===== src/rtl/cdsec_pkg.sv =====
package cdsec_pkg;

  typedef enum logic [3:0] {
    A_MIN = 4'h0,
    A_SEC = 4'h1,
    A_FRM = 4'h2,
    A_ST0 = 4'h3,
    A_ST1 = 4'h4,
    A_ST2 = 4'h5,
    A_ST3 = 4'h6,
    A_PTL = 4'h7,
    A_PTH = 4'h8,
    A_CNL = 4'h9,
    A_CNH = 4'hA,
    A_DAL = 4'hB,
    A_DAH = 4'hC,
    A_IEN = 4'hD
  } reg_addr_e;

  localparam logic [7:0]  ST0_VAL = 8'h80;  // CRC good, no error flags
  localparam logic [7:0]  ST1_VAL = 8'h00;
  localparam logic [7:0]  ST2_VAL = 8'h00;
  localparam logic [7:0]  ST3_VAL = 8'h00;  // bit 7 low: status valid
  localparam logic [15:0] PTR_VAL = 16'h0004;

  localparam logic [7:0] FRM_LAST = 8'h74;
  localparam logic [7:0] SEC_LAST = 8'h59;
  localparam logic [7:0] MIN_LAST = 8'h99;

  function automatic logic bcd_at_last(input logic [7:0] v, input logic [7:0] last);
    return v == last;
  endfunction

  function automatic logic [7:0] bcd_next(input logic [7:0] v, input logic [7:0] last);
    logic [7:0] r;
    if (v == last)           r = 8'h00;
    else if (v[3:0] == 4'h9) r = {v[7:4] + 4'h1, 4'h0};
    else                     r = v + 8'h01;
    return r;
  endfunction

endpackage


===== src/rtl/cdsec_msf.sv =====
module cdsec_msf
  import cdsec_pkg::*;
(
  input  logic       clk,
  input  logic       rst_n,
  input  logic       load,
  input  logic [7:0] ld_min,
  input  logic [7:0] ld_sec,
  input  logic [7:0] ld_frm,
  input  logic       adv,
  output logic [7:0] min_q,
  output logic [7:0] sec_q,
  output logic [7:0] frm_q
);

  logic [7:0] min_d, sec_d, frm_d;
  logic       frm_wrap, sec_wrap;

  always_comb begin
    frm_wrap = bcd_at_last(frm_q, FRM_LAST);
    sec_wrap = bcd_at_last(sec_q, SEC_LAST);
    min_d    = min_q;
    sec_d    = sec_q;
    frm_d    = frm_q;
    if (load) begin
      min_d = ld_min;
      sec_d = ld_sec;
      frm_d = ld_frm;
    end else if (adv) begin
      frm_d = bcd_next(frm_q, FRM_LAST);
      if (frm_wrap) sec_d = bcd_next(sec_q, SEC_LAST);
      if (frm_wrap && sec_wrap) min_d = bcd_next(min_q, MIN_LAST);
    end
  end

  always_ff @(posedge clk or negedge rst_n) begin
    if (!rst_n) begin
      min_q <= 8'h00;
      sec_q <= 8'h00;
      frm_q <= 8'h00;
    end else if (load || adv) begin
      min_q <= min_d;
      sec_q <= sec_d;
      frm_q <= frm_d;
    end
  end

endmodule


===== src/rtl/cdsec_irq.sv =====
module cdsec_irq (
  input  logic clk,
  input  logic rst_n,
  input  logic en,
  input  logic sector_done,
  input  logic ack,
  output logic irq_n
);

  logic pend_q, pend_d;

  always_comb begin
    pend_d = en & (sector_done | (pend_q & ~ack));
    irq_n  = ~(pend_q & en);
  end

  always_ff @(posedge clk or negedge rst_n) begin
    if (!rst_n) pend_q <= 1'b0;
    else        pend_q <= pend_d;
  end

endmodule


===== src/rtl/cdsec_cfg.sv =====
module cdsec_cfg
  import cdsec_pkg::*;
#(
  parameter int CNT_W   = 12,
  parameter int DADDR_W = 16
) (
  input  logic               clk,
  input  logic               rst_n,
  input  logic               wr_en,
  input  logic [3:0]         wr_addr,
  input  logic [7:0]         wr_data,
  output logic [CNT_W-1:0]   cnt_q,
  output logic [DADDR_W-1:0] dadr_q,
  output logic               ien_q
);

  localparam int CNT_HI_W = CNT_W - 8;
  localparam int DA_HI_W  = DADDR_W - 8;

  logic [CNT_W-1:0]   cnt_d;
  logic [DADDR_W-1:0] dadr_d;
  logic               ien_d;

  always_comb begin
    cnt_d  = cnt_q;
    dadr_d = dadr_q;
    ien_d  = ien_q;
    if (wr_en) begin
      case (reg_addr_e'(wr_addr))
        A_CNL:   cnt_d[7:0]          = wr_data;
        A_CNH:   cnt_d[CNT_W-1:8]    = wr_data[CNT_HI_W-1:0];
        A_DAL:   dadr_d[7:0]         = wr_data;
        A_DAH:   dadr_d[DADDR_W-1:8] = wr_data[DA_HI_W-1:0];
        A_IEN:   ien_d               = wr_data[0];
        default: ;
      endcase
    end
  end

  always_ff @(posedge clk or negedge rst_n) begin
    if (!rst_n) begin
      cnt_q  <= '0;
      dadr_q <= '0;
      ien_q  <= 1'b0;
    end else if (wr_en) begin
      cnt_q  <= cnt_d;
      dadr_q <= dadr_d;
      ien_q  <= ien_d;
    end
  end

endmodule


===== src/rtl/cdsec_regs.sv =====
module cdsec_regs
  import cdsec_pkg::*;
#(
  parameter int CNT_W   = 12,
  parameter int DADDR_W = 16
) (
  input  logic               clk,
  input  logic               rst_n,
  input  logic               cpu_sel,
  input  logic               cpu_wr,
  input  logic [3:0]         cpu_addr,
  input  logic [7:0]         cpu_wdata,
  output logic [7:0]         cpu_rdata,
  input  logic               pos_load,
  input  logic [7:0]         pos_min,
  input  logic [7:0]         pos_sec,
  input  logic [7:0]         pos_frm,
  input  logic               sector_done,
  input  logic               copy_done,
  output logic               irq_n,
  output logic               msf_inc,
  output logic [CNT_W-1:0]   xfer_count,
  output logic [DADDR_W-1:0] xfer_addr
);

  logic [1:0] rst_sync;
  logic       rst_s_n;
  logic       wr_en, st3_rd, irq_en, inc_q;
  logic [7:0] hdr_min, hdr_sec, hdr_frm;

  always_ff @(posedge clk or negedge rst_n) begin
    if (!rst_n) rst_sync <= 2'b00;
    else        rst_sync <= {rst_sync[0], 1'b1};
  end
  assign rst_s_n = rst_sync[1];

  always_comb begin
    wr_en  = cpu_sel & cpu_wr;
    st3_rd = cpu_sel & ~cpu_wr & (cpu_addr == 4'(A_ST3));
  end

  cdsec_msf u_msf (
    .clk(clk), .rst_n(rst_s_n), .load(pos_load),
    .ld_min(pos_min), .ld_sec(pos_sec), .ld_frm(pos_frm),
    .adv(copy_done), .min_q(hdr_min), .sec_q(hdr_sec), .frm_q(hdr_frm)
  );

  cdsec_irq u_irq (
    .clk(clk), .rst_n(rst_s_n), .en(irq_en),
    .sector_done(sector_done), .ack(st3_rd), .irq_n(irq_n)
  );

  cdsec_cfg #(.CNT_W(CNT_W), .DADDR_W(DADDR_W)) u_cfg (
    .clk(clk), .rst_n(rst_s_n), .wr_en(wr_en), .wr_addr(cpu_addr),
    .wr_data(cpu_wdata), .cnt_q(xfer_count), .dadr_q(xfer_addr), .ien_q(irq_en)
  );

  always_ff @(posedge clk or negedge rst_s_n) begin
    if (!rst_s_n) inc_q <= 1'b0;
    else          inc_q <= copy_done;
  end
  assign msf_inc = inc_q;

  always_comb begin
    case (reg_addr_e'(cpu_addr))
      A_MIN:   cpu_rdata = hdr_min;
      A_SEC:   cpu_rdata = hdr_sec;
      A_FRM:   cpu_rdata = hdr_frm;
      A_ST0:   cpu_rdata = ST0_VAL;
      A_ST1:   cpu_rdata = ST1_VAL;
      A_ST2:   cpu_rdata = ST2_VAL;
      A_ST3:   cpu_rdata = ST3_VAL;
      A_PTL:   cpu_rdata = PTR_VAL[7:0];
      A_PTH:   cpu_rdata = PTR_VAL[15:8];
      A_CNL:   cpu_rdata = xfer_count[7:0];
      A_CNH:   cpu_rdata = 8'(xfer_count[CNT_W-1:8]);
      A_DAL:   cpu_rdata = xfer_addr[7:0];
      A_DAH:   cpu_rdata = 8'(xfer_addr[DADDR_W-1:8]);
      A_IEN:   cpu_rdata = {7'b0, irq_en};
      default: cpu_rdata = 8'h00;
    endcase
  end

endmodule


===== config.mk =====
export PLATFORM = sky130hd
export DESIGN_NAME = cdsec_regs
export DESIGN_NICKNAME = d
export VERILOG_FILES = /design/src/rtl/cdsec_pkg.sv /design/src/rtl/cdsec_msf.sv /design/src/rtl/cdsec_irq.sv /design/src/rtl/cdsec_cfg.sv /design/src/rtl/cdsec_regs.sv
export SDC_FILE = /design/constraint.sdc
export NUM_CORES = 1
export LEC_CHECK = 0
export ABC_AREA = 1
export BUFFER_PORTS_ARGS = -buffer_cell sky130_fd_sc_hd__buf_2
export CAP_MARGIN = 20
export CORE_MARGIN = 5
export CORE_UTILIZATION = 30
export DETAILED_ROUTE_END_ITERATION = 12
export PLACE_DENSITY = 0.59
export REMOVE_ABC_BUFFERS = 1
export SYNTH_ARGS = -nofsm -noshare
export SYNTH_HDL_FRONTEND = slang
export SYNTH_SLANG_ARGS = --single-unit

===== constraint.sdc =====
create_clock -name clk -period 2.35 [get_ports clk]
set_input_delay 0.1175 -clock clk [delete_from_list [all_inputs] [get_ports clk]]
set_output_delay 0.1175 -clock clk [all_outputs]
set_load 0.02 [all_outputs]

==> results of run 1 <==
## power by group through the flow
stage	Clock, W	Sequential (W)	Combinational (W)
final	0.00128	0.00139	0.000873
after global routing	0.00136	0.00142	0.000992
after CTS	0.00131	0.00138	0.000883
after detailed placement	0	0.00140	0.000875
after global placement	0	0.00139	0.000861
after floorplan	0	0.00145	0.000476
## worst paths after layout
kind	depth (start not counted)	startpoint	end	slack, ns
max	5	u_msf.sec_q[2]$_DFFE_PN0P_	cpu_rdata[2]	0.66
min reg2reg	0	rst_sync[0]$_DFF_PN0_	rst_sync[1]$_DFF_PN0_	0.36
max reg2reg	9	u_msf.frm_q[0]$_DFFE_PN0P_	u_msf.frm_q[5]$_DFFE_PN0P_	0.70
min	3	sector_done	u_irq.pend_q$_DFF_PN0_	0.01
max in group asynchronous	1	rst_sync[1]$_DFF_PN0_	u_msf.frm_q[6]$_DFFE_PN0P_	1.45
min in group asynchronous	2	rst_n	rst_sync[1]$_DFF_PN0_	0.11
## cell type report
cell class	count	area [µm²]	area share, %
Sequential cell	57	1430	32.4
Clock inverter	5	56.3	1.28
Inverter	52	205	4.65
Tap cell	143	179	4.05
Timing Repair Buffer	84	438	9.92
Clock buffer	11	233	5.27
Multi-Input combinational cell	358	1870	42.5
## cell usage after synthesis (2+ instances only)
library cell / instances
nor2_4: 2
o21ai_1: 21
dfrtp_1: 57
nor2_2: 3
nor2_1: 29
nand3_2: 2
nand2_4: 3
nand3_1: 29
a21oi_1: 23
buf_6: 3
nand2_1: 147
buf_4: 3
o21ai_0: 30
nand3b_1: 3
inv_1: 41
nand2_2: 9
xor2_1: 4
o211ai_1: 2
nor3_1: 3
a22oi_1: 6
inv_2: 7
inv_4: 2
o21ai_2: 16
ha_1: 12
nand4_1: 4
## per-stage QoR
step	hold WS [ns]	power, W	instances	instance area [µm²]
after floorplan	-0.178	0.00193	467	3510
after global placement	-0.0980	0.00225	691	4090
after detailed placement	-0.0962	0.00227	691	4090
after CTS	0.00693	0.00358	710	4410
after global routing	0.0247	0.00377	710	4410
final	0.0135	0.00354	710	4410
## worst max-delay path, stage by stage, from the launching register on
cell and delay (ns):
dfrtp_1 0.50, inv_1 0.13, o21ai_0 0.27, nor2_1 0.08
nand3_1 0.09, buf_2 0.17
## flip-flops by register name, indices dropped and copies added, names as in the netlist
signal / flops
u_cfg.dadr_q: 16
u_cfg.cnt_q: 12
u_msf.frm_q: 8
u_msf.min_q: 8
u_msf.sec_q: 8
rst_sync: 2
msf_inc: 1
u_cfg.ien_q: 1
u_irq.pend_q: 1
## repair_timing
| item | 4_1_cts | 5_1_grt |
|---|---|---|
| hold endpoints to repair | 4 | 0 |
| setup buffers | 0 | 0 |
| hold buffers | 3 | 0 |
## logic make-up (layout without fill, tap and decap cells)
logic type,count (synthesis),in the layout,share of synthesized area (%)
flops,57,57,40.0
buf+inv,60,152,7.54
xor+xnor,4,4,0.981
other cells,1,1,0.105
fa+ha+maj,12,12,4.21
simple gates,237,237,29.8
compound gates,104,104,17.4
## metal layers
metal	global-route usage [%]	vias up	routed length [µm]
met5	0	-	0
met4	3.98	0	97
met3	4.12	7	628
met2	24.7	96	4820
met1	20.4	1615	4960
li1	-	1731	-
==> parameters.txt, run 1 <==
Parameter                              Value

Outcome
  Status ... complete, no violations

Cells and area
  Diode count ... 0
  Area growth syn-to-layout ... 23.6%
  Most common library cell in the layout ignoring fill and taps ... nand2_1
  Final nets ... 617
  Fraction of layout instances using a drive strength above 1 ... 25.6%
  Filler Cell Count ... 1212
  Finished Core Util ... 38.2%
  Top library cells by usage in the layout, fill and taps aside ... nand2_1, buf_2, dfrtp_1

Clocking
  Root buffer selected by CTS ... clkbuf_16
  Clock tree from TritonCTS ... built
  Number of instances resized during post-cts repair ... 0
  CTS Buffer Depth ... 2
  CTS Buf Count ... 9
  Clock transition time at the flip-flop clock pins of the worst setup and hold paths ... 0.05 ns
  Total clock sinks ... 57
  Maximum level of the CTS H-tree ... 3
  Clock latency at the later pin of the worst-skew pair ... 0.33 ns

Placed design
  Dpl ws ... 0.718 ns
  Routability cong. ... 0.849
  Buffers added on ports ... 80
  Detailed placer's ending HPWL ... 8020 µm

Power and ir drop
  Switching component of the power ... 0.00124 W
  Total power per unit cell area ... 802 nW/µm²
  Part of the power in combinational logic ... 24.7%
  Fraction of power consumed by sequential logic ... 39.2%
  Clock network fraction of design power ... 36.2%
  Net switching share of the total power ... 35.1%
  Highest ir drop seen on vdd ... 0.000436 V
  Static leakage power ... 2.30 nW
  Internal portion of total power ... 0.00230 W

Timing
  Max-slew violation total from the final report ... 0
  Final setup viols ... 0
  Slew margin rel. ... 50.7%
  Total negative slack for setup checks ... 0 ns
  Clk_skew ... 0.00653 ns
  Period utilization ... 71.7%
  Min Clock Period, post-route ... 1.69 ns
  Max frequency ... 593 MHz
  Unrepaired setup endpoints after global routing ... no
  Final Hold Viols ... 0
  Setup WS post-layout ... 0.664 ns
  Transition time of the tightest slew-check pin ... 0.740 ns

Yosys
  Seq/Total Area, Yosys ... 40.0%
  Count of flip-flops with a built-in enable after synthesis ... 0
  Library cells used by synthesis ... 39
  Average size of a mapped cell ... 7.52 µm²
  Top flip-flop cell by instance count after synthesis ... dfrtp_1
  Synthesis warning total ... 0
  Synthesized area ... 3570 µm²
  Cells taking the most area after synthesis ... dfrtp_1, nand2_1, inv_1, ha_1, o21ai_0
  Number of synthesized register bits ... 57
  Area leader, netlist ... dfrtp_1
  Ys async rst share ... 100%
  Count of mapped cells out of synthesis ... 475
  Proportion of netlist area held by the largest area contributor ... 40.0%

Floorplanning
  Site Rows ... 39
  Horizontal die dimension ... 119 µm
  Number of primary I/O pins ... 81
  Die area ... 14200 µm²
  Starting density of the core ... 30.9%
  DIE HEIGHT ... 119 µm
  Total core area ... 11600 µm²

Drt
  Via count of the routed design ... 3449
  Number of vias per cell after detailed routing ... 4.86
  Average wire length per cell after detail routing ... 14.8 µm
  Number of DRC violations after detailed-routing iteration 0 ... 228
  Total Wirelength ... 10500 µm
  Router iterations before antenna repair ... 4
  # DRC ... 0
  Post-DRT Antenna Nets ... 0

Global route
  Global route total overflow ... 0
  Largest net degree at the start of global routing ... 56
  Overall Global Routing Usage ... 15.3%
  Vias in the first global route ... 3499
  Antenna violations before repair ... 0
  Global-route wire length before repair ... 17400 µm

Setup path
  Endpoint kind of the worst setup timing path ... primary output
  Startpoint-to-endpoint class of the critical path ... flip-flop to primary output
  Arrival time at the worst endpoint ... 1.57 ns
  Worst Setup Start Kind ... flip-flop
  Biggest fanout along the worst timing path ... 8
  Data required time of the critical path ... 2.23 ns

Job
  Number of max-cap violations ... 0

Worst hold path
  Worst min path class ... primary input to flip-flop
Power figures use the tool's default switching activity.
==> run 2: changes to the inputs <==
--- a/config.mk
+++ b/config.mk
@@ -11,7 +11,7 @@
 export CORE_MARGIN = 5
 export CORE_UTILIZATION = 30
 export DETAILED_ROUTE_END_ITERATION = 12
-export PLACE_DENSITY = 0.59
+export PLACE_DENSITY = 0.61
 export REMOVE_ABC_BUFFERS = 1
 export SYNTH_ARGS = -nofsm -noshare
 export SYNTH_HDL_FRONTEND = slang
==> constraint.sdc (replaced) <==
create_clock -name clk -period 1.5 [get_ports clk]
set_input_delay 0.075 -clock clk [delete_from_list [all_inputs] [get_ports clk]]
set_output_delay 0.075 -clock clk [all_outputs]
set_load 0.02 [all_outputs]
==> parameters.txt, run 2 (synthesis results as in run 1) <==
Parameter                              Value

Outcome
  Status ... complete, but fails checks
  Violated checks ... setup timing

Cells and area
  Final nets ... 655
  Top library cells by usage in the layout, fill and taps aside ... nand2_1, buf_2, dfrtp_1
  Design Area, Final ... 4960 µm²
  Fraction of layout instances using a drive strength above 1 ... 35.9%
  Register with the most flip-flops ... u_cfg.dadr_q
  Diode count ... 0
  Filler Cell Count ... 1149
  Area of combinational cells with multiple inputs ... 2070 µm²
  Finished Core Util ... 42.9%
  Final Non-Filler Cells ... 748
  Most common library cell in the layout ignoring fill and taps ... nand2_1
  Largest registers ... u_cfg.dadr_q: 16 flops, u_cfg.cnt_q: 12 flops
  Storage element area ... 1430 µm²
  Area growth syn-to-layout ... 39.1%
  Largest register FFs ... 16

Timing
  Unrepaired setup endpoints after global routing ... yes
  Min Clock Period, post-route ... 1.50 ns
  Tightest hold margin ... 0.00156 ns
  Final setup viols ... 1
  Clk_skew ... 0.00758 ns
  Max-slew violation total from the final report ... 0
  Final Hold Viols ... 0
  Max frequency ... 665 MHz
  Total negative slack for setup checks ... -0.00448 ns
  Setup WS post-layout ... -0.00448 ns
  Period utilization ... 100%

Floorplanning
  Site Rows ... 39
  DIE HEIGHT ... 119 µm
  Horizontal die dimension ... 119 µm
  Total core area ... 11600 µm²
  Starting density of the core ... 30.9%
  Die area ... 14200 µm²
  Number of primary I/O pins ... 81

Clocking
  CTS Buffer Depth ... 2
  CTS Buf Count ... 9
  Total clock sinks ... 57
  Clock transition time at the flip-flop clock pins of the worst setup and hold paths ... 0.06 ns
  Clock latency at the later pin of the worst-skew pair ... 0.33 ns
  Clock tree from TritonCTS ... built
  Maximum level of the CTS H-tree ... 3
  Root buffer selected by CTS ... clkbuf_16

Global route
  Global-route wire length before repair ... 17900 µm
  Largest net degree at the start of global routing ... 44
  Antenna violations before repair ... 0
  Overall Global Routing Usage ... 15.6%
  Global route total overflow ... 0
  Vias in the first global route ... 3572

Drt
  Via count of the routed design ... 3669
  # DRC ... 0
  Average wire length per cell after detail routing ... 15.2 µm
  Total Wirelength ... 11300 µm
  Number of DRC violations after detailed-routing iteration 0 ... 194
  Number of vias per cell after detailed routing ... 4.91
  Router iterations before antenna repair ... 5
  Post-DRT Antenna Nets ... 0

Setup path
  Delay of the slowest cell on the worst path ... 0.40 ns
  Slowest CP cell ... dfrtp_1
  Biggest fanout along the worst timing path ... 5
  Delay-heaviest family, CP ... flip-flops
  CP Cell Sequence ... ha_2, inv_2, nor2_4, nand3_4, nand2_8, buf_4, o21ai_0, nand2_1, nand2_1
  Startpoint-to-endpoint class of the critical path ... flip-flop to flip-flop
  Data required time of the critical path ... 1.77 ns
  Worst Setup Start Kind ... flip-flop
  Arrival time at the worst endpoint ... 1.77 ns
  CP bufs+invs ... 2
  Endpoint kind of the worst setup timing path ... flip-flop
  Critical Path Most Common Cell ... nand2_1

Placed design
  Buffers added on ports ... 80
  Routability cong. ... 0.881
  Post-place instance area ... 4220 µm²
  Detailed placer's ending HPWL ... 8210 µm
  Placed Cells incl. Taps ... 706

Worst hold path
  Worst min path class ... primary input to flip-flop

Power and ir drop
  Total power per unit cell area ... 1200 nW/µm²
  Static leakage power ... 2.50 nW
  Highest ir drop seen on vdd ... 0.000866 V

Job
  Number of max-cap violations ... 0
[run 2: cell count changes in the layout (fill, tap and decap cells not counted), moves of 6 or more]
cell	before	now
inv_2	7	17
dlygate4sd3_1	3	9
nand2_1	147	140
inv_1	41	29
buf_4	1	27
buf_6	0	8
[run 2: cell type report]
cell class,instances,share of cell area [%]
clock buffer,11,4.69
clock inverter,5,1.13
multi-input combinational,359,41.6
inverter,52,4.33
timing repair buffer,121,15.8
tap,143,3.60
sequential,57,28.9
[run 2: worst reg2reg max path, delay by kind of cell, from the launching register on]
kind,cells,cell delay [ns]
simple gates,5,0.40
compound gates,1,0.19
fa+ha+maj,1,0.20
flops,1,0.40
buf+inv,2,0.25
[run 2: path summary, 6_finish.rpt]
path / start / to / slack [ns] / depth (start not counted)
worst max-delay path: u_msf.frm_q[5]$_DFFE_PN0P_ / u_msf.frm_q[3]$_DFFE_PN0P_ / -0.004 / 9
worst min-delay path: pos_frm[1] / u_msf.frm_q[1]$_DFFE_PN0P_ / 0.002 / 3
worst max register to register: u_msf.frm_q[5]$_DFFE_PN0P_ / u_msf.frm_q[3]$_DFFE_PN0P_ / -0.004 / 9
worst min register to register: rst_sync[1]$_DFF_PN0_ / u_msf.sec_q[2]$_DFFE_PN0P_ / 0.17 / 0
max in group asynchronous: rst_sync[1]$_DFF_PN0_ / u_msf.min_q[1]$_DFFE_PN0P_ / 0.79 / 1
min in group asynchronous: rst_n / rst_sync[0]$_DFF_PN0_ / 0.05 / 2
[run 2: report_power, final]
part,total [W],switching [W],internal (W)
logic,0.00179,0.00106,0.000731
registers,0.00213,0.000314,0.00182
clock network,0.00202,0.000734,0.00128
[run 2: timing repair]
action,CTS,global route
setup endpoints to repair,12,28
endpoints found under the hold margin,10,0
pin swaps,4,15
resized for setup,22,54
cloned,0,1
hold buffers,9,0
setup buffers,3,13
[run 2: metrics by stage]
stage / power [W] / setup slack (ns)
after floorplan: 0.00302 / -0.204
after global placement: 0.00362 / 0.0367
after detailed placement: 0.00365 / -0.0217
after CTS: 0.00575 / -0.00119
after global routing: 0.00625 / -0.0606
final: 0.00593 / -0.00448
[run 2: metal layers]
metal,routed length (µm),vias up,track usage (%)
met1,5130,1710,20.7
met2,5240,117,24.2
li1,-,1821,-
met3,750,21,4.79
met5,0,-,0
met4,223,0,4.92
==> run 3: changes to the inputs <==
--- a/config.mk
+++ b/config.mk
@@ -10,6 +10,7 @@
 export CAP_MARGIN = 20
 export CORE_MARGIN = 5
 export CORE_UTILIZATION = 30
+export CTS_BUF_LIST = sky130_fd_sc_hd__clkbuf_4
 export DETAILED_ROUTE_END_ITERATION = 12
 export PLACE_DENSITY = 0.61
 export REMOVE_ABC_BUFFERS = 1
==> parameters.txt, run 3 (synthesis results as in run 1) <==
Parameter                              Value

Power and ir drop
  Static leakage power ... 2.63 nW
  Net switching share of the total power ... 39.2%
  Fraction of power consumed by sequential logic ... 39.6%
  Highest ir drop seen on vdd ... 0.000723 V
  Internal portion of total power ... 0.00323 W
  Part of the power in combinational logic ... 38.3%
  Clock network fraction of design power ... 22.0%
  Switching component of the power ... 0.00209 W
  Total power per unit cell area ... 995 nW/µm²

Placed design
  Dpl ws ... -0.0217 ns
  Routability cong. ... 0.881
  Detailed placer's ending HPWL ... 8210 µm
  Buffers added on ports ... 80

Outcome
  Violated checks ... setup timing
  Status ... complete, but fails checks

Cells and area
  Register with the most flip-flops ... u_cfg.dadr_q
  Final nets ... 692
  Finished Core Util ... 46.3%
  Most common library cell in the layout ignoring fill and taps ... nand2_1
  Fraction of layout instances using a drive strength above 1 ... 40.7%
  Top library cells by usage in the layout, fill and taps aside ... nand2_1, buf_2, dfrtp_1
  Area growth syn-to-layout ... 49.9%
  Diode count ... 0
  Largest register FFs ... 16
  Largest registers ... u_cfg.dadr_q: 16 flops, u_cfg.cnt_q: 12 flops

Clocking
  Clock latency at the later pin of the worst-skew pair ... 0.44 ns
  CTS Buf Count ... 9
  Maximum level of the CTS H-tree ... 3
  Clock transition time at the flip-flop clock pins of the worst setup and hold paths ... 0.11 ns
  Root buffer selected by CTS ... clkbuf_4
  CTS Buffer Depth ... 2
  Total clock sinks ... 57
  Clock tree from TritonCTS ... built

Global route
  Antenna violations before repair ... 0
  Global-route wire length before repair ... 18800 µm
  Vias in the first global route ... 3805
  Global route total overflow ... 0
  Overall Global Routing Usage ... 16.4%
  Largest net degree at the start of global routing ... 44

Timing
  Unrepaired setup endpoints after global routing ... yes
  Max frequency ... 630 MHz
  Tightest hold margin ... 0.0262 ns
  Period utilization ... 106%
  Final setup viols ... 15
  Clk_skew ... 0.0132 ns
  Max-slew violation total from the final report ... 0
  Final Hold Viols ... 0
  Min Clock Period, post-route ... 1.59 ns
  Setup WS post-layout ... -0.0868 ns
  Total negative slack for setup checks ... -0.505 ns

Setup path
  Biggest fanout along the worst timing path ... 3
  Delay of the slowest cell on the worst path ... 0.44 ns
  Data required time of the critical path ... 1.42 ns
  Worst Setup Start Kind ... flip-flop
  Endpoint kind of the worst setup timing path ... primary output
  CP Cell Sequence ... buf_6, inv_4, o21ai_0, nand3b_1, buf_6
  Critical Path Most Common Cell ... buf_6
  Minimum setup slack among reg-to-reg paths ... -0.05 ns
  Arrival time at the worst endpoint ... 1.51 ns
  CP bufs+invs ... 3
  Startpoint-to-endpoint class of the critical path ... flip-flop to primary output
  Slowest CP cell ... dfrtp_1
  Delay-heaviest family, CP ... flip-flops

Floorplanning
  Starting density of the core ... 30.9%
  Die area ... 14200 µm²
  DIE HEIGHT ... 119 µm
  Site Rows ... 39
  Total core area ... 11600 µm²
  Horizontal die dimension ... 119 µm
  Number of primary I/O pins ... 81

Job
  Number of max-cap violations ... 0

Drt
  Average wire length per cell after detail routing ... 15.2 µm
  # DRC ... 0
  Router iterations before antenna repair ... 6
  Number of DRC violations after detailed-routing iteration 0 ... 159
  Total Wirelength ... 11900 µm
  Via count of the routed design ... 3802
  Number of vias per cell after detailed routing ... 4.84
  Post-DRT Antenna Nets ... 0

Worst hold path
  Worst min path class ... primary input to flip-flop
==> run 3: changes by cell type in the layout (fill, tap and decap cells not counted), moves of 7 or more <==
cell           delta
a21oi_1           -8
clkbuf_16         -9
clkbuf_4         +11
o21ai_2           +7
nor2_1            -7
dlygate4sd3_1    +27
buf_4             +7
a21oi_2           +7
==> run 3: final cells by class <==
type,instances,area [µm²]
Fill cell,1134,6210
Multi-Input combinational cell,360,2220
Sequential cell,57,1430
Timing Repair Buffer,156,1150
Inverter,52,223
Tap cell,143,179
Clock buffer,11,82.6
Clock inverter,5,56.3
Timing Repair inverter,1,8.76
==> run 3: repair_timing <==
action | in CTS | in global routing
gates cloned | 1 | 2
pin swaps | 12 | 23
hold buffers | 36 | 0
endpoints found under the hold margin | 55 | 0
endpoints found under the setup margin | 12 | 31
setup buffers | 16 | 8
gates resized for setup | 44 | 83
==> run 3: metal layers <==
metal	track usage [%]	routed length [µm]	up-vias
li1	-	-	1890
met5	0	0	-
met2	26.0	5610	112
met1	21.2	5160	1779
met3	5.83	913	21
met4	4.85	262	0
==> run 3: worst paths after layout <==
kind / start / to / depth (start not counted)
max: u_msf.sec_q[0]$_DFFE_PN0P_ / cpu_rdata[0] / 5
min: pos_min[7] / u_msf.min_q[7]$_DFFE_PN0P_ / 5
max reg2reg: u_msf.frm_q[4]$_DFFE_PN0P_ / u_msf.frm_q[5]$_DFFE_PN0P_ / 10
min reg2reg: rst_sync[1]$_DFF_PN0_ / u_msf.sec_q[2]$_DFFE_PN0P_ / 0
max in group asynchronous: rst_sync[1]$_DFF_PN0_ / u_cfg.dadr_q[4]$_DFFE_PN0P_ / 1
min in group asynchronous: rst_sync[1]$_DFF_PN0_ / u_msf.sec_q[2]$_DFFE_PN0P_ / 0
==> run 3: metrics by stage <==
step	cell area, µm²	instances	power (W)
floorplan	3510	467	0.00302
global placement	4220	706	0.00362
detailed placement	4220	706	0.00365
CTS	4950	775	0.00507
global route	5350	785	0.00566
finish	5350	785	0.00532
==> run 3: power by group through the flow <==
stage / combinational [W] / sequential [W] / clock (W)
after detailed placement: 0.00150 / 0.00214 / 0
after CTS: 0.00178 / 0.00210 / 0.00120
after floorplan: 0.000745 / 0.00228 / 0
after global placement: 0.00148 / 0.00214 / 0
final: 0.00204 / 0.00211 / 0.00117
after global routing: 0.00224 / 0.00215 / 0.00127
==> run 3: tightest hold or removal path: cells and delay by family <==
family	cells	cell delay [ns]
buf+inv	2	0.14
compound gates	1	0.12
simple gates	2	0.09
